===== src/rtl/wdog_lock2.sv =====
module wdog_lock2 #(
  parameter int          ADDR_W  = 10,
  parameter int          CNT_W   = 32,
  parameter logic [31:0] UNLOCK  = 32'h1ACCE551
) (
  input  logic              clk,
  input  logic              rst_n,
  input  logic              wr_en,
  input  logic              rd_en,
  input  logic [ADDR_W-1:0] addr,
  input  logic [31:0]       wdata,
  output logic [31:0]       rdata,
  output logic              irq,
  output logic              sys_rst_req
);
  localparam logic [ADDR_W-1:0] A_LOAD = ADDR_W'(0);
  localparam logic [ADDR_W-1:0] A_CNT  = ADDR_W'(1);
  localparam logic [ADDR_W-1:0] A_CTRL = ADDR_W'(2);
  localparam logic [ADDR_W-1:0] A_CLR  = ADDR_W'(3);
  localparam logic [ADDR_W-1:0] A_STAT = ADDR_W'(5);
  localparam logic [ADDR_W-1:0] A_LOCK = ADDR_W'(12'h300);

  logic [CNT_W-1:0] load_q, cnt_q;
  logic [1:0]       ctrl_q;
  logic             locked_q, pend_q;

  wire wr_ok   = wr_en && !locked_q;
  wire clr_hit = wr_ok && addr == A_CLR && wdata[0];
  wire run     = ctrl_q[0];
  wire expire  = run && cnt_q == '0 && !clr_hit;

  always_ff @(posedge clk or negedge rst_n) begin
    if (!rst_n) begin
      locked_q <= 1'b1;
      load_q   <= '1;
      ctrl_q   <= 2'b00;
    end else if (wr_en) begin
      if (addr == A_LOCK)      locked_q <= (wdata != UNLOCK);
      else if (!locked_q) begin
        if (addr == A_LOAD)    load_q <= wdata[CNT_W-1:0];
        if (addr == A_CTRL)    ctrl_q <= wdata[1:0];
      end
    end
  end

  always_ff @(posedge clk or negedge rst_n) begin
    if (!rst_n) begin
      cnt_q       <= '1;
      pend_q      <= 1'b0;
      sys_rst_req <= 1'b0;
    end else begin
      sys_rst_req <= expire && pend_q && ctrl_q[1];
      if (clr_hit) begin
        cnt_q  <= load_q;
        pend_q <= 1'b0;
      end else if (expire) begin
        cnt_q  <= load_q;
        pend_q <= 1'b1;
      end else if (run) begin
        cnt_q  <= cnt_q - 1'b1;
      end
    end
  end

  always_ff @(posedge clk or negedge rst_n) begin
    if (!rst_n) rdata <= '0;
    else if (rd_en) begin
      case (addr)
        A_LOAD:  rdata <= 32'(load_q);
        A_CNT:   rdata <= 32'(cnt_q);
        A_CTRL:  rdata <= {30'd0, ctrl_q};
        A_STAT:  rdata <= {31'd0, pend_q};
        A_LOCK:  rdata <= {31'd0, locked_q};
        default: rdata <= '0;
      endcase
    end
  end

  assign irq = pend_q;

  AST_LOCKED_LOAD: assert property (@(posedge clk) disable iff (!rst_n)
    (locked_q && wr_en && addr == A_LOAD) |=> $stable(load_q));
  AST_FROZEN_CNT: assert property (@(posedge clk) disable iff (!rst_n)
    (!ctrl_q[0] && !clr_hit) |=> ($stable(cnt_q) && $stable(pend_q)));
  AST_IRQ_ON_ZERO: assert property (@(posedge clk) disable iff (!rst_n)
    $rose(pend_q) |-> $past(cnt_q) == '0);
  AST_RST_WITH_IRQ: assert property (@(posedge clk) disable iff (!rst_n)
    sys_rst_req |-> irq);
  AST_RST_NEEDS_EN: assert property (@(posedge clk) disable iff (!rst_n)
    sys_rst_req |-> $past(ctrl_q[1]));
endmodule


===== config.mk =====
export PLATFORM = sky130hd
export DESIGN_NAME = wdog_lock2
export DESIGN_NICKNAME = d
export VERILOG_FILES = /design/src/rtl/wdog_lock2.sv
export SDC_FILE = /design/constraint.sdc
export NUM_CORES = 1
export LEC_CHECK = 0
export BUFFER_PORTS_ARGS = -buffer_cell sky130_fd_sc_hd__buf_2
export CORE_MARGIN = 1
export CORE_UTILIZATION = 35
export DETAILED_ROUTE_END_ITERATION = 8
export PLACE_DENSITY = 0.52
export SLEW_MARGIN = 20
export SYNTH_ARGS = -nofsm -noshare
export SYNTH_HDL_FRONTEND = slang
export SYNTH_SLANG_ARGS = --single-unit

===== constraint.sdc =====
create_clock -name clk -period 5.4 [get_ports clk]
set_clock_uncertainty 0.15 [all_clocks]
set_input_delay 0.54 -clock clk [delete_from_list [all_inputs] [get_ports clk]]
set_output_delay 0.54 -clock clk [all_outputs]
set_load 0.01 [all_outputs]

# == After elaboration in Yosys (flattened, before gate mapping) ==
# Cells that the tools add are included.
# classes
bitwise,2
muxes,6
n_eq_ne,6
reduce_logical,16
add_sub_neg,1
# ops
operator,n
32-bit one-hot mux with 5 select lines,1
32-bit two-way mux,3
32-bit logical NOT,1
"32-bit by 29-bit inequality test with 1-bit output, second input constant",1
"32-bit by 1-bit subtractor with 32-bit output, second input constant",1
"10-bit by 2-bit equality test with 1-bit output, second input constant",2
"10-bit by 1-bit equality test with 1-bit output, second input constant",1
"10-bit equality test, second input constant",1
"10-bit by 3-bit equality test with 1-bit output, second input constant",1
10-bit logical NOT,1
4-bit AND reduction,2
1-bit logical AND,7
3-bit nonzero test,1
1-bit logical NOT,2
1-bit two-way mux,2
1-bit inverter,2
2-bit AND reduction,1
2-bit nonzero test,1
# totals
inputBits,46
output_inout_bits,34
wordCells,38
reg_bits,101

# == Depth between registers and ports, before layout ==
# Gate-level depths: netlist (run 1).
# depth
ltp_word,8
depth_mapped,9
mapped_depth_nobuf,7

# == Worst setup path after synthesis (run 1) ==
# No wires, ideal clock.
# synth_timing
path_type,register to register
startpoint,register cnt_q[25]
endpoint,register cnt_q[4]
required_time_ns,5.167
synth_period_minus_slack_ns,2.592
slack_ns,2.808
n_path_buf,3
t_arrival_ns,2.359
path_stages_with_launch,9
setup_ns,0.083
path_cell_list,dfstp_2 -> buf_6 -> or4_4 -> or4_4 -> buf_6 -> nor3_4 -> buf_4 -> nor2_1 -> a221o_1
# synth_between
elab_chain_len,5
elab_cells_between_ends,6
cone_classes,mux: 2; reduce/logical: 4
# synth_lines
element,line_no,text
"start, declared",23,"logic [CNT_W-1:0] load_q, cnt_q;"
"start signal, assigned",54,cnt_q <= load_q;
"start signal, assigned",57,cnt_q <= load_q;
"start signal, assigned",60,cnt_q <= cnt_q - 1'b1;
32-bit logical NOT (*),30,wire expire = run && cnt_q == '0 && !clr_hit;
1-bit logical AND (*) (2 in a row),30,
32-bit two-way mux,56,end else if (expire) begin
32-bit two-way mux,53,if (clr_hit) begin
# Mark *: on every way between the ends. The rest lies on a longest branch, timed or not.
# A chain may end at the register's enable or synchronous reset.

# == Final worst setup path (run 1) ==
# layout_timing
startpoint,register cnt_q[0]
endpoint,register cnt_q[9]
# layout_between
elab_chain_len,5
elab_cells_between_ends,8
cone_classes,add/sub: 1; mux: 3; reduce/logical: 4
# layout_lines
element
branches (longest 5 deep; another with 32-bit by 1-bit subtractor with 32-bit output)
# Parallel ways; which one is timed is not known. The select of a mux whose other input is x is not followed.

==> results of run 1 <==
==> cell type report <==
type,instances,share of cell area (%)
multi-input cells,337,39.2
well taps,184,3.75
clock inverters,5,0.592
clock buffers,11,3.96
repair buffers,87,7.59
flip-flops and latches,101,42.5
inverters,39,2.39
==> cell usage after synthesis (all sizes together) (3+ instances only) <==
cell type | instances | share of area (%)
and2 | 4 | 0.47
or3 | 6 | 0.71
nand2 | 26 | 1.8
nand4 | 14 | 1.6
a31oi | 5 | 0.59
nor3 | 16 | 1.7
clkbuf | 24 | 1.7
o41ai | 3 | 0.50
xnor2 | 4 | 0.66
dfrtp | 36 | 17
nand4b | 5 | 0.82
nor4bb | 4 | 0.75
o32ai | 3 | 0.50
dfstp | 65 | 32
or4 | 7 | 1.1
a221o | 3 | 0.57
and4 | 3 | 0.50
buf | 9 | 1.3
a21oi | 16 | 1.5
o31ai | 3 | 0.42
nand3 | 16 | 1.5
nor4b | 3 | 0.61
o221ai | 4 | 0.66
nor2 | 31 | 2.2
mux2 | 33 | 7.0
nor4 | 12 | 1.4
mux2i | 36 | 6.8
inv | 38 | 2.7
o22ai | 32 | 3.8
a2bb2oi | 5 | 0.82
o21ai | 12 | 1.1
==> state kept, by name, indices dropped and copies added, names as in the netlist <==
register,count
load_q,32
locked_q,1
rdata,32
ctrl_q,2
sys_rst_req,1
cnt_q,32
irq,1
==> worst paths after layout <==
path,from,to,slack (ps),depth (start not counted)
setup / recovery,cnt_q[0]$_DFFE_PN1P_,cnt_q[9]$_DFFE_PN1P_,2200,8
hold / removal,rst_n,rdata[9]$_DFFE_PN0P_,80,1
setup reg to reg,cnt_q[0]$_DFFE_PN1P_,cnt_q[9]$_DFFE_PN1P_,2200,8
hold reg to reg,rdata[1]$_DFFE_PN0P_,rdata[1]$_DFFE_PN0P_,350,2
max in group asynchronous,rst_n,rdata[26]$_DFFE_PN0P_,3920,2
min in group clk,wr_en,locked_q$_DFFE_PN1P_,240,2
==> per-layer routing <==
metal	GRT usage (%)	vias to the layer above	part of all wire [%]
met5	0	-	0
met4	5.45	0	1.4
met3	4.41	17	3.6
met2	31.1	107	47
met1	25.4	2161	48
li1	-	2039	-
==> logic make-up after synthesis <==
kind of cell             after synthesis  share of synthesized area (%)
flip-flops                           101                           49.1
multiplexers                          69                           13.8
AND/OR/NAND/NOR                      159                           17.0
XOR/XNOR                               4                          0.660
buffers and inverters                 72                           5.80
AO/OA/AOI/OAI                        104                           13.3
adder cells (fa/ha/maj)                1                          0.236
==> stage by stage <==
stage	hold slack, ps	util [%]	std cells	setup slack, ps	cell area, µm²
6_report	78.3	41.9	764	2200	6130
5_1_grt	126	41.9	764	1850	6130
4_1_cts	105	41.8	763	2200	6120
3_5_place_dp	343	39.9	747	1960	5840
3_3_place_gp	319	39.9	747	2050	5840
2_1_floorplan	94.4	-	510	2810	5310
==> power groups by stage <==
stage	clock, W	sequential (W)	combinational [W]
6_report	0.000624	0.000792	0.000102
3_5_place_dp	0	0.000805	0.000103
3_3_place_gp	0	0.000803	0.000101
5_1_grt	0.000667	0.000794	0.000115
2_1_floorplan	0	0.000799	0.0000541
4_1_cts	0.000647	0.000792	0.000103
==> run_results.csv, run 1 <==
group,metric,value,unit
status,outcome,"complete, no violations",
logic_synthesis,synth_sequential_area_ratio,49.1,%
placed_design,port_buffers,79,
routing,routed_wire_length_per_instance,18.7,µm
die,floorplan.core_area,0.0146,mm²
layout,fill_cells,1485,
power_and_ir_drop,clock_power_share,41.1,%
logic_synthesis,synth_ff_type,"sky130_fd_sc_hd__dfstp_2",
timing,period_minus_slack,3200,ps
power_and_ir_drop,leakage_component_of_the_power,2.61,nW
cts,cts_hold_buffers,0,
die,floorplan.die.width,125,µm
cts,post_cts_resize_count,0,
layout,fraction_of_layout_instances_using_a_drive_strength_above_1,36.0,%
cts,clock_tree.htree_level_count,3,
power_and_ir_drop,share_comb_of_total_power,6.7,%
critical_path,cp_top_family,"simple AND/OR/NAND/NOR gates",
placed_design,place_hpwl,9730,µm
logic_synthesis,distinct_cells_synth,58,
die,rows,44,
critical_path,worstPathRequired,5530,ps
timing,maxClockFrequency,0.313,GHz
routing,detailedRoute.firstPassIterationCount,6,
critical_path,crit_path_cell_trace,"inv_1 -> ha_1 -> nor4b_2 -> nand4_1 -> o31ai_2 -> buf_4 -> o21ai_0 -> a22oi_1",
cts,cts-root-buf,"sky130_fd_sc_hd__clkbuf_16",
cts,path_clk_slew,70,ps
logic_synthesis,synth_enable_flop_cells,0,
power_and_ir_drop,power_switching,0.000373,W
global_routing,grt_max_degree,56,
timing,timing.final.hold_violations,0,
power_and_ir_drop,p_int,0.00115,W
power_and_ir_drop,pwr_density_cell,248,mW/mm²
die,floorplan.io_pins,80,
global_routing,vias_in_the_first_global_route,4385,
global_routing,wire_length_of_the_first_global_routing_pass,23600,µm
power_and_ir_drop,power_switching_share,24.6,%
logic_synthesis,synth_async_sr_flop_share,100,%
layout,area_growth,15.5,%
cts,clk_path_buf_depth,2,
routing,drt_first_iter_violations,302,
cts,clock_latency_of_the_later_clocked_register_in_the_worst_skew_pair,360,ps
routing,routed_wirelength,14300,µm
critical_path,criticalPathCategory,"flip-flop to flip-flop",
layout,layout.cells.most_common,"sky130_fd_sc_hd__buf_2",
power_and_ir_drop,post-layout-total-power,0.00152,W
cts,tritoncts_num_sinks,101,
routing,avgViaCountPerCell,5.66,
timing,layout_worst_path_cycle_share,59.3,%
critical_path,worst_path_max_delay_cell,"sky130_fd_sc_hd__o31ai_2",
critical_path,timing.critical_path.buf_inv,2,
routing,post-route-drc-count,0,
critical_path,critical-path-max-stage-delay,610,ps
layout,seqCellArea,0.00261,mm²
global_routing,grt_antenna_before_repair,0,
global_routing,globalRouteOverflowTotal,0,
layout,nNetsFinal,622,
logic_synthesis,syn_avg_cell_area,10.4,µm²
timing,report.final.setup_viol,0,
logic_synthesis,mappedNetlistNets,557,
logic_synthesis,ys_seq_elements,101,
layout,multiInputGateArea,0.00240,mm²
critical_path,crit_path_max_fanout,13,
die,design.die.area,0.0157,mm²
routing,routed-via-count,4324,
routing,final_antenna_net_count,0,
critical_path,worstSetupEndpointType,"flip-flop",
die,height_of_the_die,125,µm
critical_path,setup.worst_path.start_class,"flip-flop",
timing,report.final.slew_viol_count,0,
layout,highest_count_cells_in_the_layout_ignoring_fill_and_taps,"78 x sky130_fd_sc_hd__buf_2, 65 x sky130_fd_sc_hd__dfstp_2, 38 x sky130_fd_sc_hd__inv_1",
logic_synthesis,syn_area,0.00531,mm²
logic_synthesis,synth-warning-count,0,
logic_synthesis,synthesis.instances,510,
placed_design,gp_congestion,0.812,
timing,setup_repair_after_global_routing_missed_its_margin,"no",
hold_path,worstHoldPathType,"input pin to asynchronous set/reset pin",
layout,antenna_cells_inserted,0,
die,start_util,36.3,%
job,maxCapViolCount,0,
timing,setup-tns-final,0,ps
cts,cts_inserted_buffers,9,
critical_path,worst_ep_arrival_time,3330,ps
cts,tritoncts,"done",
power_and_ir_drop,max_rail_drop_vdd,0.166,mV
timing,slew_headroom,30.8,%
cts,cts_post_setup_buffers_inserted,0,
timing,worst-slew-pin-transition,1040,ps
power_and_ir_drop,seq_power_share,52.2,%
global_routing,grt.total_usage,19.1,%
(Power assumes the default switching activity.)
==> inputs of run 2 (changes only) <==
- clock period: 5.4 -> 3 ns (I/O delays scaled with it)
==> run 2 against run 1 <==
  * Clock power rose by 110%
  * Cell area rose by 3.2%
  * Core utilization increased by 1.3 points
  * Setup slack got worse by 1900 ps
  * Worst hold slack worse by 44 ps
  * Register-to-register slack got worse by 1900 ps
  * Power up 93%
  * First-iteration DRC count down 9.9%
  * Maximum frequency up 19%
  * Largest cell class unchanged
  * Combinational power is 85% higher
  * Critical path depth down 2
==> run_results.csv, run 2 (synthesis results as in run 1) <==
group,metric,value,unit
timing,worst-slew-pin-transition,760,ps
layout,antenna_cells_inserted,0,
cts,clk_path_buf_depth,2,
critical_path,worstSetupEndpointType,"flip-flop",
timing,setup-tns-final,0,ps
critical_path,setup.worst_path.start_class,"flip-flop",
layout,final_cells,780,
critical_path,criticalPathCategory,"flip-flop to flip-flop",
routing,final_antenna_net_count,0,
layout,largest_registers,"cnt_q x32, load_q x32, rdata x32",
cts,cts_post_setup_buffers_inserted,0,
timing,report.final.slew_viol_count,0,
die,rows,44,
routing,routed_wire_length_per_instance,18.4,µm
critical_path,worst_ep_arrival_time,2820,ps
power_and_ir_drop,max_rail_drop_vdd,0.260,mV
hold_path,worstHoldPathType,"input pin to flip-flop",
layout,final_cell_area,0.00633,mm²
die,floorplan.io_pins,80,
cts,tritoncts_num_sinks,101,
layout,nNetsFinal,638,
global_routing,vias_in_the_first_global_route,4266,
placed_design,gp_congestion,0.840,
die,height_of_the_die,125,µm
timing,layout_worst_path_cycle_share,89.5,%
status,outcome,"complete, no violations",
cts,cts_inserted_buffers,9,
global_routing,grt.total_usage,19.0,%
layout,fraction_of_layout_instances_using_a_drive_strength_above_1,37.6,%
timing,slew_headroom,49.1,%
die,floorplan.die.width,125,µm
timing,setup_repair_after_global_routing_missed_its_margin,"no",
job,maxCapViolCount,0,
routing,routed_wirelength,14300,µm
die,design.die.area,0.0157,mm²
power_and_ir_drop,leakage_component_of_the_power,2.73,nW
layout,area_growth,19.2,%
cts,post_cts_resize_count,0,
critical_path,worst_r2r_startpoint,"cnt_q[25]$_DFFE_PN1P_",
critical_path,cell_count_of_the_worst_reg_to_reg_path,6,
global_routing,grt_max_degree,54,
routing,detailedRoute.firstPassIterationCount,7,
critical_path,r2r_end,"cnt_q[8]$_DFFE_PN1P_",
layout,highest_count_cells_in_the_layout_ignoring_fill_and_taps,"78 x sky130_fd_sc_hd__buf_2, 65 x sky130_fd_sc_hd__dfstp_2, 38 x sky130_fd_sc_hd__inv_1",
placed_design,place_hpwl,10200,µm
global_routing,globalRouteOverflowTotal,0,
timing,maxClockFrequency,0.373,GHz
routing,post-route-drc-count,0,
cts,tritoncts,"done",
critical_path,crit_path_max_fanout,12,
cts,cts-root-buf,"sky130_fd_sc_hd__clkbuf_16",
placed_design,dp_cells,762,
cts,clock_latency_of_the_later_clocked_register_in_the_worst_skew_pair,350,ps
global_routing,wire_length_of_the_first_global_routing_pass,23400,µm
critical_path,worstPathRequired,3140,ps
placed_design,port_buffers,79,
cts,path_clk_slew,70,ps
timing,report.final.setup_viol,0,
routing,avgViaCountPerCell,5.60,
critical_path,reg2reg_setup_slack,320,ps
critical_path,startpoint,"cnt_q[25]$_DFFE_PN1P_",
timing,period_minus_slack,2680,ps
die,start_util,36.3,%
routing,routed-via-count,4366,
die,floorplan.core_area,0.0146,mm²
layout,layout.cells.most_common,"sky130_fd_sc_hd__buf_2",
global_routing,grt_antenna_before_repair,0,
critical_path,critical_path.endpoint,"cnt_q[8]$_DFFE_PN1P_",
power_and_ir_drop,pwr_density_cell,462,mW/mm²
placed_design,dpl_cell_area,0.00598,mm²
timing,timing.final.hold_violations,0,
cts,clock_tree.htree_level_count,3,
routing,drt_first_iter_violations,272,
-- run 2: changes by cell type in the layout (fill, tap and decap cells not counted), moves of 2 or more --
cell,change
sky130_fd_sc_hd__clkinvlp_4,-2
sky130_fd_sc_hd__bufinv_16,+2
sky130_fd_sc_hd__buf_4,+13
sky130_fd_sc_hd__buf_12,+2
sky130_fd_sc_hd__dlygate4sd3_1,+2
-- run 2: repair_timing --
item,4_1_cts,5_1_grt
hold endpoints to repair,22,0
hold buffers,2,0
setup endpoints to repair,0,0
-- run 2: critical path: stages (launching register included) --
cell	delay, ps
sky130_fd_sc_hd__dfstp_2	410
sky130_fd_sc_hd__or4_4	530
sky130_fd_sc_hd__or4_4	570
sky130_fd_sc_hd__o31a_1	410
sky130_fd_sc_hd__buf_4	240
sky130_fd_sc_hd__a21oi_1	140
sky130_fd_sc_hd__a2bb2oi_1	160
-- run 2: layer usage --
metal  GRT usage, %  wire, µm  vias up
met2           29.4      6660      116
met4           6.03       165        0
met5              0         0        -
met3           3.47       566       11
met1           26.9      6940     2161
li1               -         -     2078
-- run 2: final cells by class --
class	count	area, µm²
Fill cell	1441	8310
Sequential cell	101	2610
Multi-Input combinational cell	337	2400
Timing Repair Buffer	103	608
Clock buffer	11	253
Tap cell	184	230
Inverter	39	146
Clock inverter	5	81.3
-- run 2: where the power goes --
part	total [W]	switching, W	leakage [nW]	internal [W]
clock network	0.00131	0.000531	0.162	0.000779
registers	0.00143	0.0000284	1.17	0.00140
logic	0.000189	0.000107	1.40	0.0000821
total	0.00293	0.000666	2.73	0.00226
-- run 2: per-stage QoR --
step	total power, W	utilization, %	hold slack (ps)	setup WS [ps]
floorplan	0.00154	-	-146	408
global placement	0.00163	40.8	225	372
detailed placement	0.00164	40.8	227	341
CTS	0.00296	43.2	25.6	322
global route	0.00303	43.2	41.0	199
finish	0.00293	43.2	33.8	316
-- run 2: worst min path at each step --
stage | start | endpoint | slack [ps] | cells after the start
after global routing | wdata[13] | load_q[13]$_DFFE_PN1P_ | 40 | 2
after floorplan | rst_n | ctrl_q[0]$_DFFE_PN0P_ | -150 | 0
after detailed placement | rst_n | rdata[9]$_DFFE_PN0P_ | 230 | 1
after global placement | rst_n | rdata[9]$_DFFE_PN0P_ | 220 | 1
final | wdata[12] | load_q[12]$_DFFE_PN1P_ | 30 | 2
after CTS | wdata[12] | load_q[12]$_DFFE_PN1P_ | 30 | 2
==> inputs of run 3 (changes only) <==
- HOLD_SLACK_MARGIN: unset -> 0.05
- SETUP_SLACK_MARGIN: unset -> 0.05
==> run 3 against run 2 <==
  * Die area stayed put
  * Worst hold slack better by 21 ps
  * Critical path depth stayed put
  * Sequential share of layout area is 1.3 points lower
  * Setup slack worse by 2.5 ps
  * Clock power hardly changed
  * Maximum frequency hardly changed
  * Global-route usage is 0.17 points higher
  * Critical path type unchanged
  * Critical endpoint unchanged
==> run_results.csv, run 3 (synthesis results as in run 1) <==
group,metric,value,unit
power_and_ir_drop,leakage_component_of_the_power,2.81,nW
routing,routed_wire_length_per_instance,18.0,µm
routing,drt_first_iter_violations,291,
layout,fill_cells,1423,
routing,avgViaCountPerCell,5.55,
power_and_ir_drop,p_int,0.00228,W
power_and_ir_drop,share_comb_of_total_power,7.1,%
cts,cts-root-buf,"sky130_fd_sc_hd__clkbuf_16",
global_routing,globalRouteMet3Util,3.47,%
global_routing,globalRouteOverflowTotal,0,
timing,setup-tns-final,0,ps
power_and_ir_drop,max_rail_drop_vdd,0.264,mV
layout,area_growth,23.2,%
routing,detailedRoute.firstPassIterationCount,7,
critical_path,worst_path_max_delay_cell,"sky130_fd_sc_hd__or4_4",
layout,antenna_cells_inserted,0,
routing,routed_wirelength,14400,µm
critical_path,timing.critical_path.buf_inv,1,
cts,tritoncts_num_sinks,101,
power_and_ir_drop,post-layout-total-power,0.00295,W
cts,path_clk_slew,70,ps
global_routing,vias_in_the_first_global_route,4336,
placed_design,gp_congestion,0.840,
critical_path,worstSetupEndpointType,"flip-flop",
global_routing,wire_length_of_the_first_global_routing_pass,23600,µm
die,start_util,36.3,%
layout,seqCellArea,0.00261,mm²
power_and_ir_drop,pwr_density_cell,450,mW/mm²
critical_path,worstPathRequired,3140,ps
die,design.die.area,0.0157,mm²
placed_design,port_buffers,79,
cts,cts_inserted_buffers,9,
timing,worst-slew-pin-transition,764,ps
timing,setup_repair_after_global_routing_missed_its_margin,"no",
critical_path,cp_top_family,"simple AND/OR/NAND/NOR gates",
global_routing,grt.total_usage,19.2,%
routing,post-route-drc-count,0,
global_routing,grt.busiest_layer,"met2",
die,floorplan.die.width,125,µm
critical_path,criticalPathCategory,"flip-flop to flip-flop",
global_routing,grt_antenna_before_repair,0,
power_and_ir_drop,clock_power_share,44.4,%
power_and_ir_drop,power_switching_share,22.7,%
power_and_ir_drop,seq_power_share,48.5,%
layout,layout.cells.most_common,"sky130_fd_sc_hd__buf_2",
power_and_ir_drop,power_switching,0.000667,W
job,maxCapViolCount,0,
timing,period_minus_slack,2690,ps
timing,report.final.slew_viol_count,0,
cts,post_cts_resize_count,0,
timing,report.final.setup_viol,0,
cts,clock_latency_of_the_later_clocked_register_in_the_worst_skew_pair,350,ps
hold_path,worstHoldPathType,"input pin to flip-flop",
timing,slew_headroom,48.9,%
layout,fraction_of_layout_instances_using_a_drive_strength_above_1,36.3,%
timing,timing.final.hold_violations,0,
layout,largest_registers,"cnt_q x32, load_q x32, rdata x32",
cts,clk_path_buf_depth,2,
critical_path,setup.worst_path.start_class,"flip-flop",
global_routing,grt_max_degree,54,
critical_path,crit_path_max_fanout,12,
global_routing,use_met2,29.9,%
timing,maxClockFrequency,0.372,GHz
placed_design,place_hpwl,10200,µm
critical_path,worst_ep_arrival_time,2820,ps
status,outcome,"complete, no violations",
die,height_of_the_die,125,µm
layout,nNetsFinal,659,
routing,routed-via-count,4442,
cts,tritoncts,"done",
die,floorplan.io_pins,80,
cts,cts_hold_buffers,23,
die,floorplan.core_area,0.0146,mm²
routing,final_antenna_net_count,0,
critical_path,critical-path-max-stage-delay,570,ps
global_routing,grt.met1_usage,27.0,%
critical_path,crit_path_cell_trace,"or4_4 -> or4_4 -> o31a_1 -> buf_4 -> a21oi_1 -> a2bb2oi_1",
critical_path,path_common_cell,"sky130_fd_sc_hd__or4_4",
layout,highest_count_cells_in_the_layout_ignoring_fill_and_taps,"78 x sky130_fd_sc_hd__buf_2, 65 x sky130_fd_sc_hd__dfstp_2, 38 x sky130_fd_sc_hd__inv_1",
die,rows,44,
timing,layout_worst_path_cycle_share,89.5,%
cts,cts_post_setup_buffers_inserted,0,
layout,multiInputGateArea,0.00240,mm²
cts,clock_tree.htree_level_count,3,
run 3: power groups by stage:
| stage | Clock [W] | Combinational (W) | Sequential, W |
|---|---|---|---|
| final | 0.00131 | 0.000210 | 0.00143 |
| after detailed placement | 0 | 0.000189 | 0.00145 |
| after global placement | 0 | 0.000186 | 0.00145 |
| after floorplan | 0 | 0.0000975 | 0.00144 |
| after global routing | 0.00138 | 0.000233 | 0.00143 |
| after CTS | 0.00134 | 0.000213 | 0.00143 |
run 3: worst paths after layout:
kind | start | endpoint | slack [ps] | cells past startpoint
setup / recovery | cnt_q[25]$_DFFE_PN1P_ | cnt_q[8]$_DFFE_PN1P_ | 310 | 6
hold / removal | wdata[29] | load_q[29]$_DFFE_PN1P_ | 50 | 2
setup reg to reg | cnt_q[25]$_DFFE_PN1P_ | cnt_q[8]$_DFFE_PN1P_ | 310 | 6
hold reg to reg | load_q[30]$_DFFE_PN1P_ | cnt_q[30]$_DFFE_PN1P_ | 330 | 2
max in group asynchronous | rst_n | load_q[29]$_DFFE_PN1P_ | 1540 | 3
min in group asynchronous | rst_n | rdata[8]$_DFFE_PN0P_ | 370 | 2
run 3: area by class of cell:
cell class                      count  share of cell area [%]
Clock buffer                       11                    3.86
Clock inverter                      5                    1.24
Inverter                           39                    2.24
Multi-Input combinational cell    337                    36.7
Sequential cell                   101                    39.9
Tap cell                          184                    3.52
Timing Repair Buffer              124                    12.5
run 3: metal layers:
layer | part of all wire (%) | wire length (µm) | up-vias
li1 | - | - | 2117
met1 | 49 | 7020 | 2202
met2 | 46 | 6680 | 110
met3 | 3.6 | 521 | 13
met4 | 1.4 | 206 | 0
met5 | 0 | 0 | -
run 3: stage by stage:
step	hold slack (ps)	util [%]	instance area, µm²	std cells	setup slack (ps)
finish	55.0	44.7	6540	801	314
global placement	225	40.8	5980	762	372
floorplan	-146	-	5310	510	408
detailed placement	227	40.8	5980	762	341
global route	62.6	44.7	6540	801	199
CTS	51.0	44.7	6540	801	322
